## src/rtl/pbus_pkg.sv

```systemverilog
package pbus_pkg;
  localparam logic [7:0] P_CNT_LO = 8'h00;
  localparam logic [7:0] P_CNT_HI = 8'h01;
  localparam logic [7:0] P_FINE   = 8'h02;
  localparam logic [7:0] P_FIFO   = 8'h03;
  localparam logic [7:0] P_UDATA  = 8'h04;
  localparam logic [7:0] P_USTAT  = 8'h05;
  localparam logic [7:0] P_DAC_LO = 8'h10;
  localparam logic [7:0] P_DAC_HI = 8'h11;

  // second-level read selection
  typedef enum logic [1:0] {
    OSEL_ZERO  = 2'd0,
    OSEL_MEAS  = 2'd1,
    OSEL_UDATA = 2'd2,
    OSEL_USTAT = 2'd3
  } osel_e;

  // first-level read selection (index into measurement sources)
  typedef enum logic [1:0] {
    MSEL_LO   = 2'd0,
    MSEL_HI   = 2'd1,
    MSEL_FINE = 2'd2,
    MSEL_FIFO = 2'd3
  } msel_e;
endpackage

```

## src/rtl/pbus_addr_dec.sv

```systemverilog
module pbus_addr_dec
  import pbus_pkg::*;
(
  input  logic [7:0] port_addr,
  input  logic       rd_stb,
  input  logic       wr_stb,
  output osel_e      osel,
  output msel_e      msel,
  output logic       pop_fifo,
  output logic       ack_uart,
  output logic       ack_meas,
  output logic       push_fifo,
  output logic       wr_dac_lo,
  output logic       wr_dac_hi
);
  always_comb begin
    osel = OSEL_ZERO;
    msel = MSEL_LO;
    unique case (port_addr)
      P_CNT_LO: begin osel = OSEL_MEAS; msel = MSEL_LO;   end
      P_CNT_HI: begin osel = OSEL_MEAS; msel = MSEL_HI;   end
      P_FINE:   begin osel = OSEL_MEAS; msel = MSEL_FINE; end
      P_FIFO:   begin osel = OSEL_MEAS; msel = MSEL_FIFO; end
      P_UDATA:  osel = OSEL_UDATA;
      P_USTAT:  osel = OSEL_USTAT;
      default:  osel = OSEL_ZERO;
    endcase
  end

  assign pop_fifo  = rd_stb && (port_addr == P_FIFO);
  assign ack_uart  = rd_stb && (port_addr == P_UDATA);
  assign ack_meas  = rd_stb && (port_addr == P_FINE);
  assign push_fifo = wr_stb && (port_addr == P_FIFO);
  assign wr_dac_lo = wr_stb && (port_addr == P_DAC_LO);
  assign wr_dac_hi = wr_stb && (port_addr == P_DAC_HI);
endmodule

```

## src/rtl/pbus_rd_path.sv

```systemverilog
module pbus_rd_path
  import pbus_pkg::*;
#(
  parameter int DW = 8,
  parameter int CW = 16
) (
  input  logic          clk,
  input  logic          rst_n,
  input  logic          cap_en,
  input  osel_e         osel,
  input  msel_e         msel,
  input  logic [CW-1:0] coarse,
  input  logic [DW-1:0] fine,
  input  logic [DW-1:0] fifo_data,
  input  logic [DW-1:0] udata,
  input  logic [DW-1:0] ustat,
  output logic [DW-1:0] rd_data
);
  localparam int NBYTE = CW / DW;
  localparam int NSRC  = NBYTE + 2;

  logic [DW-1:0] msrc [NSRC];
  logic [DW-1:0] meas_d, meas_q;
  logic [DW-1:0] udata_d, udata_q;
  logic [DW-1:0] ustat_d, ustat_q;
  osel_e         osel_d, osel_q;

  genvar g;
  generate
    for (g = 0; g < NBYTE; g++) begin : g_cnt_byte
      assign msrc[g] = coarse[g*DW +: DW];
    end
  endgenerate
  assign msrc[NBYTE]   = fine;
  assign msrc[NBYTE+1] = fifo_data;

  // next-state: first mux level and capture of UART-side values
  always_comb begin
    meas_d  = meas_q;
    udata_d = udata_q;
    ustat_d = ustat_q;
    osel_d  = osel_q;
    if (cap_en) begin
      meas_d  = msrc[int'(msel)];
      udata_d = udata;
      ustat_d = ustat;
      osel_d  = osel;
    end
  end

  always_ff @(posedge clk or negedge rst_n) begin
    if (!rst_n) begin
      meas_q  <= '0;
      udata_q <= '0;
      ustat_q <= '0;
      osel_q  <= OSEL_ZERO;
    end else begin
      meas_q  <= meas_d;
      udata_q <= udata_d;
      ustat_q <= ustat_d;
      osel_q  <= osel_d;
    end
  end

  // second mux level, from registered values only
  always_comb begin
    unique case (osel_q)
      OSEL_MEAS:  rd_data = meas_q;
      OSEL_UDATA: rd_data = udata_q;
      OSEL_USTAT: rd_data = ustat_q;
      default:    rd_data = '0;
    endcase
  end
endmodule

```

## src/rtl/pbus_dac_regs.sv

```systemverilog
module pbus_dac_regs #(
  parameter int DW = 8
) (
  input  logic          clk,
  input  logic          rst_n,
  input  logic          wr_lo,
  input  logic          wr_hi,
  input  logic [DW-1:0] wdata,
  output logic [2*DW-1:0] dac_code
);
  logic [DW-1:0]   lo_d, lo_q;
  logic [2*DW-1:0] code_d, code_q;

  always_comb begin
    lo_d   = lo_q;
    code_d = code_q;
    if (wr_lo) lo_d = wdata;
    if (wr_hi) code_d = {wdata, lo_q};
  end

  always_ff @(posedge clk or negedge rst_n) begin
    if (!rst_n) begin
      lo_q   <= '0;
      code_q <= '0;
    end else begin
      lo_q   <= lo_d;
      code_q <= code_d;
    end
  end

  assign dac_code = code_q;
endmodule

```

## src/rtl/pbus_bridge.sv

```systemverilog
module pbus_bridge
  import pbus_pkg::*;
#(
  parameter int DW = 8,
  parameter int CW = 2 * DW
) (
  input  logic          clk,
  input  logic          rst_n,
  input  logic [7:0]    port_addr,
  input  logic          rd_strobe,
  input  logic          wr_strobe,
  input  logic [DW-1:0] out_port,
  output logic [DW-1:0] in_port,
  input  logic [CW-1:0] coarse_cnt,
  input  logic [DW-1:0] fine_cnt,
  input  logic          meas_ready,
  output logic          meas_ack,
  input  logic [DW-1:0] fifo_rd_data,
  input  logic          fifo_empty,
  input  logic          fifo_full,
  output logic          fifo_pop,
  output logic          fifo_push,
  output logic [DW-1:0] fifo_wr_data,
  input  logic [DW-1:0] uart_rx_data,
  input  logic          uart_rx_avail,
  output logic          uart_rd_ack,
  output logic [2*DW-1:0] dac_code
);
  localparam int NFLAG = 4;

  osel_e         osel;
  msel_e         msel;
  logic          wr_dac_lo, wr_dac_hi;
  logic          cap_en;
  logic [DW-1:0] status;

  assign status = {{(DW-NFLAG){1'b0}}, meas_ready, uart_rx_avail, fifo_full, fifo_empty};
  assign cap_en = !(rd_strobe || wr_strobe);

  pbus_addr_dec u_dec (
    .port_addr (port_addr),
    .rd_stb    (rd_strobe),
    .wr_stb    (wr_strobe),
    .osel      (osel),
    .msel      (msel),
    .pop_fifo  (fifo_pop),
    .ack_uart  (uart_rd_ack),
    .ack_meas  (meas_ack),
    .push_fifo (fifo_push),
    .wr_dac_lo (wr_dac_lo),
    .wr_dac_hi (wr_dac_hi)
  );

  pbus_rd_path #(.DW(DW), .CW(CW)) u_rd (
    .clk       (clk),
    .rst_n     (rst_n),
    .cap_en    (cap_en),
    .osel      (osel),
    .msel      (msel),
    .coarse    (coarse_cnt),
    .fine      (fine_cnt),
    .fifo_data (fifo_rd_data),
    .udata     (uart_rx_data),
    .ustat     (status),
    .rd_data   (in_port)
  );

  pbus_dac_regs #(.DW(DW)) u_dac (
    .clk      (clk),
    .rst_n    (rst_n),
    .wr_lo    (wr_dac_lo),
    .wr_hi    (wr_dac_hi),
    .wdata    (out_port),
    .dac_code (dac_code)
  );

  assign fifo_wr_data = out_port;
endmodule

```

## config.mk

```make
export PLATFORM = sky130hd
export DESIGN_NAME = pbus_bridge
export DESIGN_NICKNAME = d
export VERILOG_FILES = /design/src/rtl/pbus_pkg.sv /design/src/rtl/pbus_addr_dec.sv /design/src/rtl/pbus_rd_path.sv /design/src/rtl/pbus_dac_regs.sv /design/src/rtl/pbus_bridge.sv
export SDC_FILE = /design/constraint.sdc
export NUM_CORES = 1
export LEC_CHECK = 0
export ABC_AREA = 0
export BUFFER_PORTS_ARGS = -buffer_cell sky130_fd_sc_hd__buf_4
export CORE_MARGIN = 4
export CORE_UTILIZATION = 44
export CTS_CLUSTER_SIZE = 40
export DETAILED_ROUTE_END_ITERATION = 10
export PLACE_DENSITY_LB_ADDON = 0.15
export SYNTH_ARGS = -nofsm -noshare
export SYNTH_HDL_FRONTEND = slang
export SYNTH_SLANG_ARGS = --single-unit
```

## constraint.sdc

```tcl
create_clock -name clk -period 1.3 [get_ports clk]
set_clock_uncertainty 0.05 [all_clocks]
set_input_delay 0.13 -clock clk [delete_from_list [all_inputs] [get_ports clk]]
set_output_delay 0.13 -clock clk [all_outputs]
set_load 0.02 [all_outputs]
```

==> results list, run 1 <==
* Family of cells with the greatest summed delay on the critical path: flip-flops
- For this run the aggregate overflow at the end of global routing stands at 0.
- For this run, the number of Yosys warnings is 0.
- Pin placement for this block handled 100 I/O pins.
- Number of remaining DRC errors: 0
- Worst Slack Setup Final: -0.296 ns
* Cell count after synthesis: between 200 and 250
* First-pass GRT wire length: 10,800 um
* Placed insts: 370
- The min-delay analysis places its worst path in the category primary input to flop.
- Type of the worst setup path: flop to output pin
- Starting DRC count in detailed routing: 72
* Number of clock sinks: 46
- Post-synthesis compound-gate area fraction: a little under an eighth
- Core Rows: 27
- The checks that failed: negative setup slack.
* Portion of total power attributed to combinational logic: between 20% and 30%
- Share of final-layout standard cells stronger than drive strength 1: around three quarters
- The analysis attributes to net switching a power of between 800 and 900 uW.
* Post-synth EDFFs: 0
* Die height: around 83 um
* Ratio of routed vias to standard cells: around 5.4
- Count of vias placed by the detailed router: ~2,100
- Power spread over the standard cell area amounts to just over 800 nW/um2.
* Leading post-synthesis cells by instance count: 46 x sky130_fd_sc_hd__dfrtp_1, 38 x sky130_fd_sc_hd__mux2_2, 11 x sky130_fd_sc_hd__or2_2
- Final-report hold violation count: 0
* Vias in the first global route: ~2,300
- At the pin with the least slew margin, the transition time is about 0.57 ns.
* Fraction of the cycle the final worst path needs: 123%
- Detail Route Antenna Nets: 0
- Die Area: a little under 7000 um2
- The number of max-slew violations in the final report was 0.
- Switching Share: 26.8%
* Antenna cells: 0
- Run status: finished, violations left
- Share of synthesized cell area in and, or, nand and nor gates: between 10 and 15%
- STA classifies the critical path endpoint as an output pin.
- The worst pin sits at a relative slew slack of a little over 60%.
- Sum of negative setup slack: -3.04 ns
* Maximum single-stage delay on the critical path: between 0.4 and 0.5 ns
- Number of buffers on the longest clock path: 2
- Yosys instantiated no cell more often than sky130_fd_sc_hd__dfrtp_1.
- Arrival @ worst endpoint: around 1.4 ns
* Maximum operating frequency: 0.626 GHz
* Count of maximum capacitance violations: 0
* Maximum number of pins on one net before global-route repair: between 40 and 50
- By area, the combinational part of the netlist is dominated by multiplexers.
- Summed over all cells, the static leakage comes to 1.95 nW.
- From synthesis to final layout, the design area changed by 59.4%.
* Final standard cell area without fillers: 3950 um2
- Clk pwr share: a little over a quarter
* Highest-delay cell along the critical path: sky130_fd_sc_hd__dfrtp_2
- In this run the cell area of the synthesized design comes to between 2000 and 2500 um2.
- For the finished layout, the period the worst path requires is around 1.6 ns.
- The synthesized netlist devotes 0% of its cell area to adder and majority cells.
- Post-detailed-route wirelength per cell: roughly 18 um
- The share of the Yosys chip area taken by registers is between 40% and 50%.
- Summing all placed instances gives a cell area of roughly 3400 um2.
- Final setup vio count: 25
* Filler cell count: 387
* Number of levels in the clock H-tree: 2
- Port bufs: 99
- Synth top area share: 46.4%
- Register bit count reported by yosys: 46
- Of all nets on the critical path, the largest fanout is 6.
* Critical path, cell by cell: mux2_4, a22o_1, buf_6
- Each instance of the synthesized netlist takes up on average between 10 and 15 um2.
- The tree is rooted in a sky130_fd_sc_hd__clkbuf_8.
* Floorplan Core Area: around 5500 um2
* Cells taking the most area after synthesis: sky130_fd_sc_hd__dfrtp_1 46%, sky130_fd_sc_hd__mux2_2 17%, sky130_fd_sc_hd__mux2_4 6.1%
- Num CTS Buffers: 5
- Clock tree from TritonCTS: built
- Worst vdd rail ir drop: between 500 and 600 uV
- Cell Count, Final, Fillers Out: about 390
- Cell variety after synth: 31
* Xor and xnor area share after synthesis: 0%
- RSZ-0062 raised after global routing: yes
* CP Launch Type: flop
- Data required, critical path: around 1.1 ns
- Prior to clock tree synthesis, the placed netlist has a worst setup slack of -0.397 ns.
- Die width: 83.1 um
- Dominant synthesized flop cell: sky130_fd_sc_hd__dfrtp_1
* Detailed Place HPWL: roughly 4700 um
* Share of power burned in registers: about half
- Internal portion of total power: about 2.4 mW
- Across every metal layer, demand over resource in global routing totals a little under a fifth.
- Number of nets in the layout: roughly 380
* Initial core utilization: 45.3%
- Gp weighted congestion: slightly above 0.8
* Cell taking the most area after synthesis: sky130_fd_sc_hd__dfrtp_1
* CP Buf/Inv Count: 1
- Nets in the synthesized netlist: 266
- Antenna violations before repair: 0
- After clock tree synthesis, the clock-pin slew on the worst setup and hold paths is ~0.08 ns.
- The routed design has just under 7000 um of wire.
- Of all flip-flops after synthesis, the portion carrying an async set or reset was between 90% and 100%.
* Number of iterations in the first detailed-routing pass: 4
* Clk_lat worst skew: just under 0.3 ns
- After synthesis, the share of cell area in mux cells is between 20% and 30%.
==> cell usage in the layout (no fill, tap or decap), types with 7 or more instances in the layout <==
master	instances
sky130_fd_sc_hd__a22o_1	8
sky130_fd_sc_hd__a311oi_1	7
sky130_fd_sc_hd__buf_4	112
sky130_fd_sc_hd__buf_6	17
sky130_fd_sc_hd__dfrtp_1	45
sky130_fd_sc_hd__mux2_2	34
sky130_fd_sc_hd__mux2_4	14
sky130_fd_sc_hd__o21bai_1	8
sky130_fd_sc_hd__or2_2	10
==> per-stage QoR <==
stage / power (mW) / utilization, % / hold slack (ns)
after detailed placement: 2.26 / 61.5 / 0.118
after global placement: 2.25 / 61.5 / 0.121
after CTS: 3.20 / 69.6 / 0.0126
after floorplan: 1.94 / - / -0.216
after global routing: 3.40 / 72.2 / -0.000795
final: 3.24 / 72.2 / 0.0134
==> power by group through the flow <==
| stage | Sequential, mW | Combinational, mW | Clock [mW] |
|---|---|---|---|
| final | 1.61 | 0.777 | 0.849 |
| after CTS | 1.61 | 0.720 | 0.871 |
| after global routing | 1.63 | 0.831 | 0.941 |
| after detailed placement | 1.64 | 0.627 | 0 |
| after floorplan | 1.63 | 0.315 | 0 |
| after global placement | 1.63 | 0.616 | 0 |
==> worst reg2reg max path: stages, from the launching register on <==
cell and delay (ns):
sky130_fd_sc_hd__dfrtp_2 0.48, sky130_fd_sc_hd__buf_4 0.17, sky130_fd_sc_hd__a32o_1 0.21
==> layer usage <==
metal  part of all wire, %  GRT usage (%)  vias up  wire (um)
met1                    39           21.6     1038       2680
met5                     0              0        -          0
met4                   1.9           4.90        0        127
li1                      -              -      989          -
met3                   5.9           5.75       14        407
met2                    53           34.5       70       3650
==> logic make-up (layout without fill, tap and decap cells) <==
group	Yosys count	in the layout
AOI/OAI and AO/OA	35	35
and+or+nand+nor	48	48
muxes	48	48
buffers and inverters	25	142
DFF	46	46
==> flip-flops by register name, indices dropped and copies added, names as in the netlist <==
register / flops
u_dac.dac_code: 16
u_dac.lo_q: 8
u_rd.meas_q: 8
u_rd.osel_q: 2
u_rd.udata_q: 8
u_rd.ustat_q: 4
==> worst paths after layout <==
kind	from	end	slack, ns	depth (start not counted)
min in group asynchronous	rst_n	u_dac.dac_code[4]	0.34	2
worst min-delay path	uart_rx_data[4]	u_rd.udata_q[4]	0.01	2
worst min register to register	u_dac.lo_q[0]	u_dac.dac_code[0]	0.46	1
worst max-delay path	u_rd.osel_q[1]	in_port[1]	-0.30	3
worst max register to register	u_rd.osel_q[1]	u_rd.osel_q[1]	0.29	2
max in group asynchronous	rst_n	u_rd.osel_q[1]	0.44	2
==> layout make-up <==
cell class	count	area, um2	area share [%]
clock buffers	5	68.8	1.74
clock inverters	3	21.3	0.538
multi-input cells	131	1500	37.8
flip-flops and latches	46	1150	29.1
well taps	72	90.1	2.28
repair buffers	134	1120	28.4
==> timing repair <==
item | 4_1_cts | 5_1_grt
hold buffers | 1 | 0
pin swaps | 7 | 11
gates cloned | 1 | 0
endpoints found under the setup margin | 36 | 37
hold endpoints to repair | 46 | 0
setup buffers | 9 | 6
resized for setup | 51 | 23
(Power assumes the default switching activity.)
==> inputs of run 2 (changes only) <==
- REMOVE_ABC_BUFFERS: unset -> 1
==> run 2 against run 1 <==
  * The flow still finishes with violations (negative setup slack)
  * Worst hold slack lost 0.0082 ns
  * Global-route usage up 0.89 points
  * Clock power rose by 51%
  * Die area stayed put
  * Final cell count fell by 0.51%
==> results list, run 2 (synthesis gave the netlist of run 1 again) <==
* Run status: finished, violations left
* Failing checks: negative setup slack
* Cell Count, Final, Fillers Out: 389 (-0.51%)
- Detail Route Antenna Nets: 0 (unchanged)
- The final non-filler cell area was 3830 um2 (-3.1%).
- Io pins: 100 (unchanged)
* Global route total overflow: 0 (unchanged)
- Cell depth of the worst flop-to-flop path: 2 (unchanged)
- In this run the critical register-to-register path is captured at u_rd.osel_q[1].
* Number of buffers on the longest clock path: 2 (unchanged)
- Overall routing resource usage: 19.9% (+0.89 points)
- Maximum operating frequency: 0.612 GHz (-2.3%)
* Min-Delay Startpoint: uart_rx_data[7]
- The share of final-layout standard cells stronger than drive strength 1 was 69.7% (-4.3 points).
* Core Rows: 27 (unchanged)
- Initial core utilization: 45.3% (unchanged)
- The cell area after placement is 3340 um2 (-0.86%).
* First-pass GRT wire length: 11,200 um (+3.2%)
* Clk_lat worst skew: 0.31 ns (+0.02 ns)
* CP Launch Type: flop
- Antenna violations before repair: 0 (unchanged)
* CP Max Fanout: 7 (+1)
* Slew headroom: 61.0% (-1.0 points)
- Vias in the first global route: 2,261 (+0.089%)
- Number of iterations in the first detailed-routing pass: 4 (unchanged)
- Clock tree synthesis selected as its root buffer the cell sky130_fd_sc_hd__clkbuf_8.
- Top library cells by usage in the layout, fill and taps aside: 110 x sky130_fd_sc_hd__buf_4, 45 x sky130_fd_sc_hd__dfrtp_1, 34 x sky130_fd_sc_hd__mux2_2
- Setup repair after global routing could not meet its margin everywhere.
* Die width: 83.1 um (unchanged)
* Worst Slack Setup Final: -0.333 ns (-0.0372 ns)
* Worst Hold End: u_rd.udata_q[7]
- Number of levels in the clock H-tree: 2 (unchanged)
- The detailed-route vias per instance was 5.45 (+0.94%).
- The worst setup path is captured at an output pin.
* Port bufs: 99 (unchanged)
- RR Startpoint: u_rd.osel_q[1]
* Final setup vio count: 26 (+4.0%)
- The area enclosed by the die boundary is 6900 um2 (unchanged).
* Worst hold path class: primary input to flop
* Post-synthesis to final-layout area growth: 54.5%
- Type of the worst setup path: flop to output pin
- Sum of negative setup slack: -4.32 ns (-1.28 ns)
- The data arrival at the endpoint of the critical path is 1.45 ns (+0.03 ns).
- Power per Cell Area: 941 nW/um2 (+15%)
- Most frequent standard cell in the layout excluding fill and tap cells: sky130_fd_sc_hd__buf_4
- Starting DRC count in detailed routing: 84 (+17%)
- The final critical delay including setup and external delays came to 1.63 ns (+0.0372 ns).
- The number of nets in the layout was 380 (-0.52%).
- Final-report hold violation count: 0 (unchanged)
- The residual DRC count is 0 (unchanged).
- The transition at the pin with the smallest max-transition slack is 0.585 ns (+0.0152 ns).
* Pins over their slew limit: 0 (unchanged)
- Count of maximum capacitance violations: 0 (unchanged)
* Detailed Place HPWL: 4950 um (+5.9%)
- The antenna cell count came to 0 (unchanged).
- The clock edge transition at the registers on the reported setup and hold paths is 0.09 ns (about the same).
* Power consumption: 3.60 mW (+11%)
- The sink count of the clock tree is 46 (unchanged).
- The TritonCTS buffer count is 5 (unchanged).
- The via count is 2,120 (+0.43%).
- The area of the core came to 5470 um2 (unchanged).
- The leakage power of the design was 1.87 nW (-4.4%).
- The flip-flop count of the largest register, all copies and words added was 16 (unchanged).
- R2R Setup Slk: 0.30 ns (about the same)
- The cell count after placement came to 370 (unchanged).
- The detailed-route wire length per cell was 18.1 um (+3.0%).
- The hold path depth is 2 (unchanged).
* Clock tree from TritonCTS: built
- The post-detailed-routing wire length is 7030 um (+2.5%).
* Maximum number of pins on one net before global-route repair: 47 (unchanged)
- The maximum vdd drop was 777 uV (+33%).
* Data required, critical path: 1.12 ns (about the same)
- Die height: 83.1 um (unchanged)
- The final weighted congestion in routability-driven placement came to 0.824 (+1.0%).
- The final worst-path cycle share is 126% (+2.9 points).
[run 2: how the worst max path moves through the flow]
| stage | cells past startpoint | startpoint | endpoint |
|---|---|---|---|
| after global placement | 6 | port_addr[3] | u_dac.dac_code[10] |
| final | 3 | u_rd.osel_q[1] | in_port[0] |
| after CTS | 3 | u_rd.osel_q[1] | in_port[0] |
| after floorplan | 3 | port_addr[5] | u_dac.dac_code[10] |
| after detailed placement | 6 | port_addr[3] | u_dac.dac_code[14] |
| after global routing | 3 | u_rd.osel_q[1] | in_port[7] |
[run 2: what timing repair did]
| action | 4_1_cts | 5_1_grt |
|---|---|---|
| pin swaps | 4 | 10 |
| cloned | 1 | 0 |
| resized for setup | 29 | 26 |
| setup buffers | 5 | 4 |
| endpoints found under the hold margin | 46 | 0 |
| hold buffers | 1 | 0 |
| endpoints found under the setup margin | 36 | 37 |
[run 2: cell type report]
cell class	instances	area, um2
fill	409	1640
tap	72	90.1
clock buffer	5	68.8
clock inverter	3	68.8
timing repair buffer	132	1100
sequential	46	1150
multi-input combinational	131	1350
[run 2: power by group]
group          internal, mW  switching [mW]  total [mW]
sequential             1.54          0.0673        1.61
clock                 0.770           0.508        1.28
combinational         0.417           0.297       0.714
[run 2: critical path: stages, from the launching register on]
cell	delay [ns]
sky130_fd_sc_hd__dfrtp_2	0.49
sky130_fd_sc_hd__mux2_4	0.32
sky130_fd_sc_hd__a22o_1	0.20
sky130_fd_sc_hd__buf_6	0.14
[run 2: stage by stage]
stage	worst slack, ns	utilization, %	hold WS (ns)
global route	-0.373	70.0	0.00206
finish	-0.333	70.0	0.00524
CTS	-0.326	67.0	0.000836
global placement	-0.520	61.0	0.121
detailed placement	-0.522	61.0	0.116
floorplan	-0.676	-	-0.216
[run 2: metal layers]
metal	vias to the layer above	wire (um)	track usage (%)
li1	984	-	-
met2	66	3640	34.5
met3	16	378	4.66
met1	1054	2850	24.4
met4	0	164	6.24
met5	-	0	0
==> inputs of run 3 (changes only) <==
--- a/config.mk
+++ b/config.mk
@@ -8,2 +8,3 @@
 export ABC_AREA = 0
+export ABC_CLOCK_PERIOD_IN_PS = 1300
 export BUFFER_PORTS_ARGS = -buffer_cell sky130_fd_sc_hd__buf_4
==> constraint.sdc (replaced) <==
create_clock -name clk -period 1.3 [get_ports clk]
set_clock_uncertainty 0.05 [all_clocks]
set_input_delay 0.26 -clock clk [delete_from_list [all_inputs] [get_ports clk]]
set_output_delay 0.26 -clock clk [all_outputs]
set_load 0.02 [all_outputs]
==> run 3 against run 2 <==
  * The flow still finishes with violations (negative setup slack)
  * Non-clock buffer count grew 3
  * Power decreased by 7.4%
  * Sequential cell count did not move
  * Combinational power rose by 18%
  * Cell area is 8.0% higher
  * Clock power is 31% lower
  * Routed wire length rose by 14%
  * Worst hold slack gained 0.13 ns
  * First-iteration DRC count is 13% higher
  * Critical path depth is the same
  * Critical path type unchanged
  * Critical endpoint unchanged
  * Largest cell class unchanged
  * Largest power group unchanged
==> results list, run 3 (synthesis gave the netlist of run 1 again) <==
- CP Launch Type: flop
- The final non-filler cell area is 4140 um2 (+8.0%).
- The share of total power in the clock network is 26.4% (-9.1 points).
- Critical path, cell by cell: mux2_4, a22o_1, buf_6
* Vias in the first global route: 2,372 (+4.9%)
- The worst setup path is captured at an output pin.
* Placed insts: 373 (+0.81%)
- Power per Cell Area: 806 nW/um2 (-14%)
- Number of levels in the clock H-tree: 2 (unchanged)
* Count of maximum capacitance violations: 0 (unchanged)
* Family of cells with the greatest summed delay on the critical path: flip-flops
- Power consumption: 3.34 mW (-7.4%)
* Initial core utilization: 45.3% (unchanged)
- The final weighted congestion in routability-driven placement came to 0.878 (+6.5%).
* Final setup vio count: 35 (+35%)
- The design internal power is 2.39 mW (-12%).
- Pins over their slew limit: 0 (unchanged)
- The maximum vdd drop came to 722 uV (-7.0%).
- The data arrival at the endpoint of the critical path is 1.44 ns (about the same).
- Relative to the synthesized area, the layout overhead comes to 66.9%.
* Worst Slack Setup Final: -0.450 ns (-0.117 ns)
- Final-report hold violation count: 0 (unchanged)
* Run status: finished, violations left
- The cell area after placement came to 3370 um2 (+1.1%).
- CP Buf/Inv Count: 1 (unchanged)
- The final worst-path cycle share is 135% (+9.0 points).
- Global route total overflow: 0 (unchanged)
- Data required, critical path: 0.99 ns (-0.13 ns)
- Highest-delay cell along the critical path: sky130_fd_sc_hd__dfrtp_2
- Post-detailed-route wirelength per cell: 20.5 um (+13%)
* Cell Count, Final, Fillers Out: 392 (+0.77%)
* Port bufs: 99 (unchanged)
- The total net switching power was 943 uW (+8.0%).
- Failing checks: negative setup slack
* Switching Share: 28.3% (+4.0 points)
- The largest net degree at the start of global routing was 32 (-32%).
- The TritonCTS buffer count came to 5 (unchanged).
- Die width: 83.1 um (unchanged)
- Detailed Place HPWL: 5090 um (+2.8%)
- Antenna cells: 0 (unchanged)
- The y dimension of the die is 83.1 um (unchanged).
* CTS Root Cell: sky130_fd_sc_hd__clkbuf_8
- First-pass GRT wire length: 11,900 um (+6.7%)
- The leakage power of the design is 2.04 nW (+9.0%).
* Maximum single-stage delay on the critical path: 0.49 ns (about the same)
- The share of final-layout standard cells stronger than drive strength 1 is 75.9% (+6.2 points).
- Clock-pin slew reported for the worst setup and hold paths after clock tree synthesis: 0.09 ns (about the same)
- Count of vias placed by the detailed router: 2,210 (+4.2%)
* Worst hold path class: primary input to flop
- Number of flip-flops in the largest register: 16 (unchanged)
- The area of the core came to 5470 um2 (unchanged).
* Critical path launch point: u_rd.osel_q[1]
- Number of buffers on the longest clock path: 2 (unchanged)
- The residual DRC count is 0 (unchanged).
- Portion of total power attributed to combinational logic: 25.4% (+5.6 points)
- Number of clock sinks: 46 (unchanged)
- Detail Route Antenna Nets: 0 (unchanged)
- The number of primary I/O pins is 100 (unchanged).
* RR Startpoint: u_rd.osel_q[1]
- Clock tree from TritonCTS: built
* Most frequent standard cell in the layout excluding fill and tap cells: sky130_fd_sc_hd__buf_4
- The startpoint identified for the worst hold timing path is uart_rx_data[5].
- Transition time of the tightest slew-check pin: 0.351 ns (-0.234 ns)
* RSZ-0062 raised after global routing: yes
* Number of nets in the layout: 383 (+0.79%)
- The number of antenna violations at the first check in global routing was 0 (unchanged).
- Routed wire length: 8020 um (+14%)
- The area enclosed by the die boundary was 6900 um2 (unchanged).
- The final critical delay including setup and external delays came to 1.75 ns (+0.117 ns).
* Slew headroom: 76.6% (+16 points)
- The overall global routing resource usage was 21.4% (+1.5 points).
- The clock network latency to the later pin of the worst-skew pair came to 0.30 ns (about the same).
- The initial detailed-routing violation count is 95 (+13%).
- The cell row count came to 27 (unchanged).
- The critical path is of the flop to output pin type.
* Number of iterations in the first detailed-routing pass: 4 (unchanged)
- The achievable frequency came to 0.571 GHz (-6.7%).
- Ratio of routed vias to standard cells: 5.64 (+3.4%)
- Top library cells by usage in the layout, fill and taps aside: 99 x sky130_fd_sc_hd__buf_4, 45 x sky130_fd_sc_hd__dfrtp_1, 34 x sky130_fd_sc_hd__mux2_2
- CP Max Fanout: 7 (unchanged)
* Share of power burned in registers: 48.3% (+3.6 points)
## run 3: cell types whose count changed in the layout (fill, tap and decap cells not counted), moves of 5 or more
cell / change
sky130_fd_sc_hd__a311oi_1: -6
sky130_fd_sc_hd__a311oi_2: +6
sky130_fd_sc_hd__buf_4: -11
sky130_fd_sc_hd__buf_6: +11
sky130_fd_sc_hd__nor4_4: +8
sky130_fd_sc_hd__o41ai_4: +5
## run 3: through the flow
stage               hold slack (ns)  util, %  worst slack [ns]  TNS (ns)
floorplan                   -0.0856        -            -0.806    -19.10
global placement             0.0866     61.6            -0.651    -22.43
detailed placement           0.0859     61.6            -0.649    -22.41
CTS                           0.128     70.8            -0.443     -7.99
global route                  0.126     75.6            -0.483    -10.26
finish                        0.139     75.6            -0.450     -9.34
## run 3: worst register-to-register path: stages, from the launching register on
cell	delay (ns)
sky130_fd_sc_hd__dfrtp_2	0.49
sky130_fd_sc_hd__buf_4	0.16
sky130_fd_sc_hd__buf_4	0.12
sky130_fd_sc_hd__a32o_1	0.21
## run 3: final timing paths
path                                endpoint  slack (ns)  depth (start not counted)
max in group asynchronous     u_rd.osel_q[1]        0.47                          3
min                          u_rd.udata_q[5]        0.14                          2
min in group asynchronous     u_rd.meas_q[3]        0.30                          2
max                               in_port[0]       -0.45                          3
max reg2reg                   u_rd.osel_q[1]        0.17                          3
min reg2reg                u_dac.dac_code[1]        0.46                          1
## run 3: power by group through the flow
stage | Sequential [mW] | Clock, mW | Combinational, mW
3_5_place_dp | 1.63 | 0 | 0.634
3_3_place_gp | 1.63 | 0 | 0.619
2_1_floorplan | 1.63 | 0 | 0.252
4_1_cts | 1.61 | 0.910 | 0.739
6_report | 1.61 | 0.880 | 0.846
5_1_grt | 1.62 | 0.969 | 0.901
## run 3: metal layers
metal	vias to the layer above	wire length, um	global-route usage, %
li1	995	-	-
met1	1102	3140	27.1
met2	87	4200	35.9
met3	26	373	4.76
met4	0	304	7.88
met5	-	0	0
## run 3: cell type report
class                      instances  area (um2)
tap                               72        90.1
multi-input combinational        131        1600
sequential                        46        1150
clock inverter                     3        21.3
fill                             352        1330
timing repair buffer             135        1210
clock buffer                       5        68.8
## run 3: what timing repair did
item	in CTS	in global routing
hold buffers	1	0
cloned	1	1
setup endpoints to repair	40	38
gates resized for setup	64	41
setup buffers	9	4
pin swaps	15	23
hold endpoints to repair	15	0
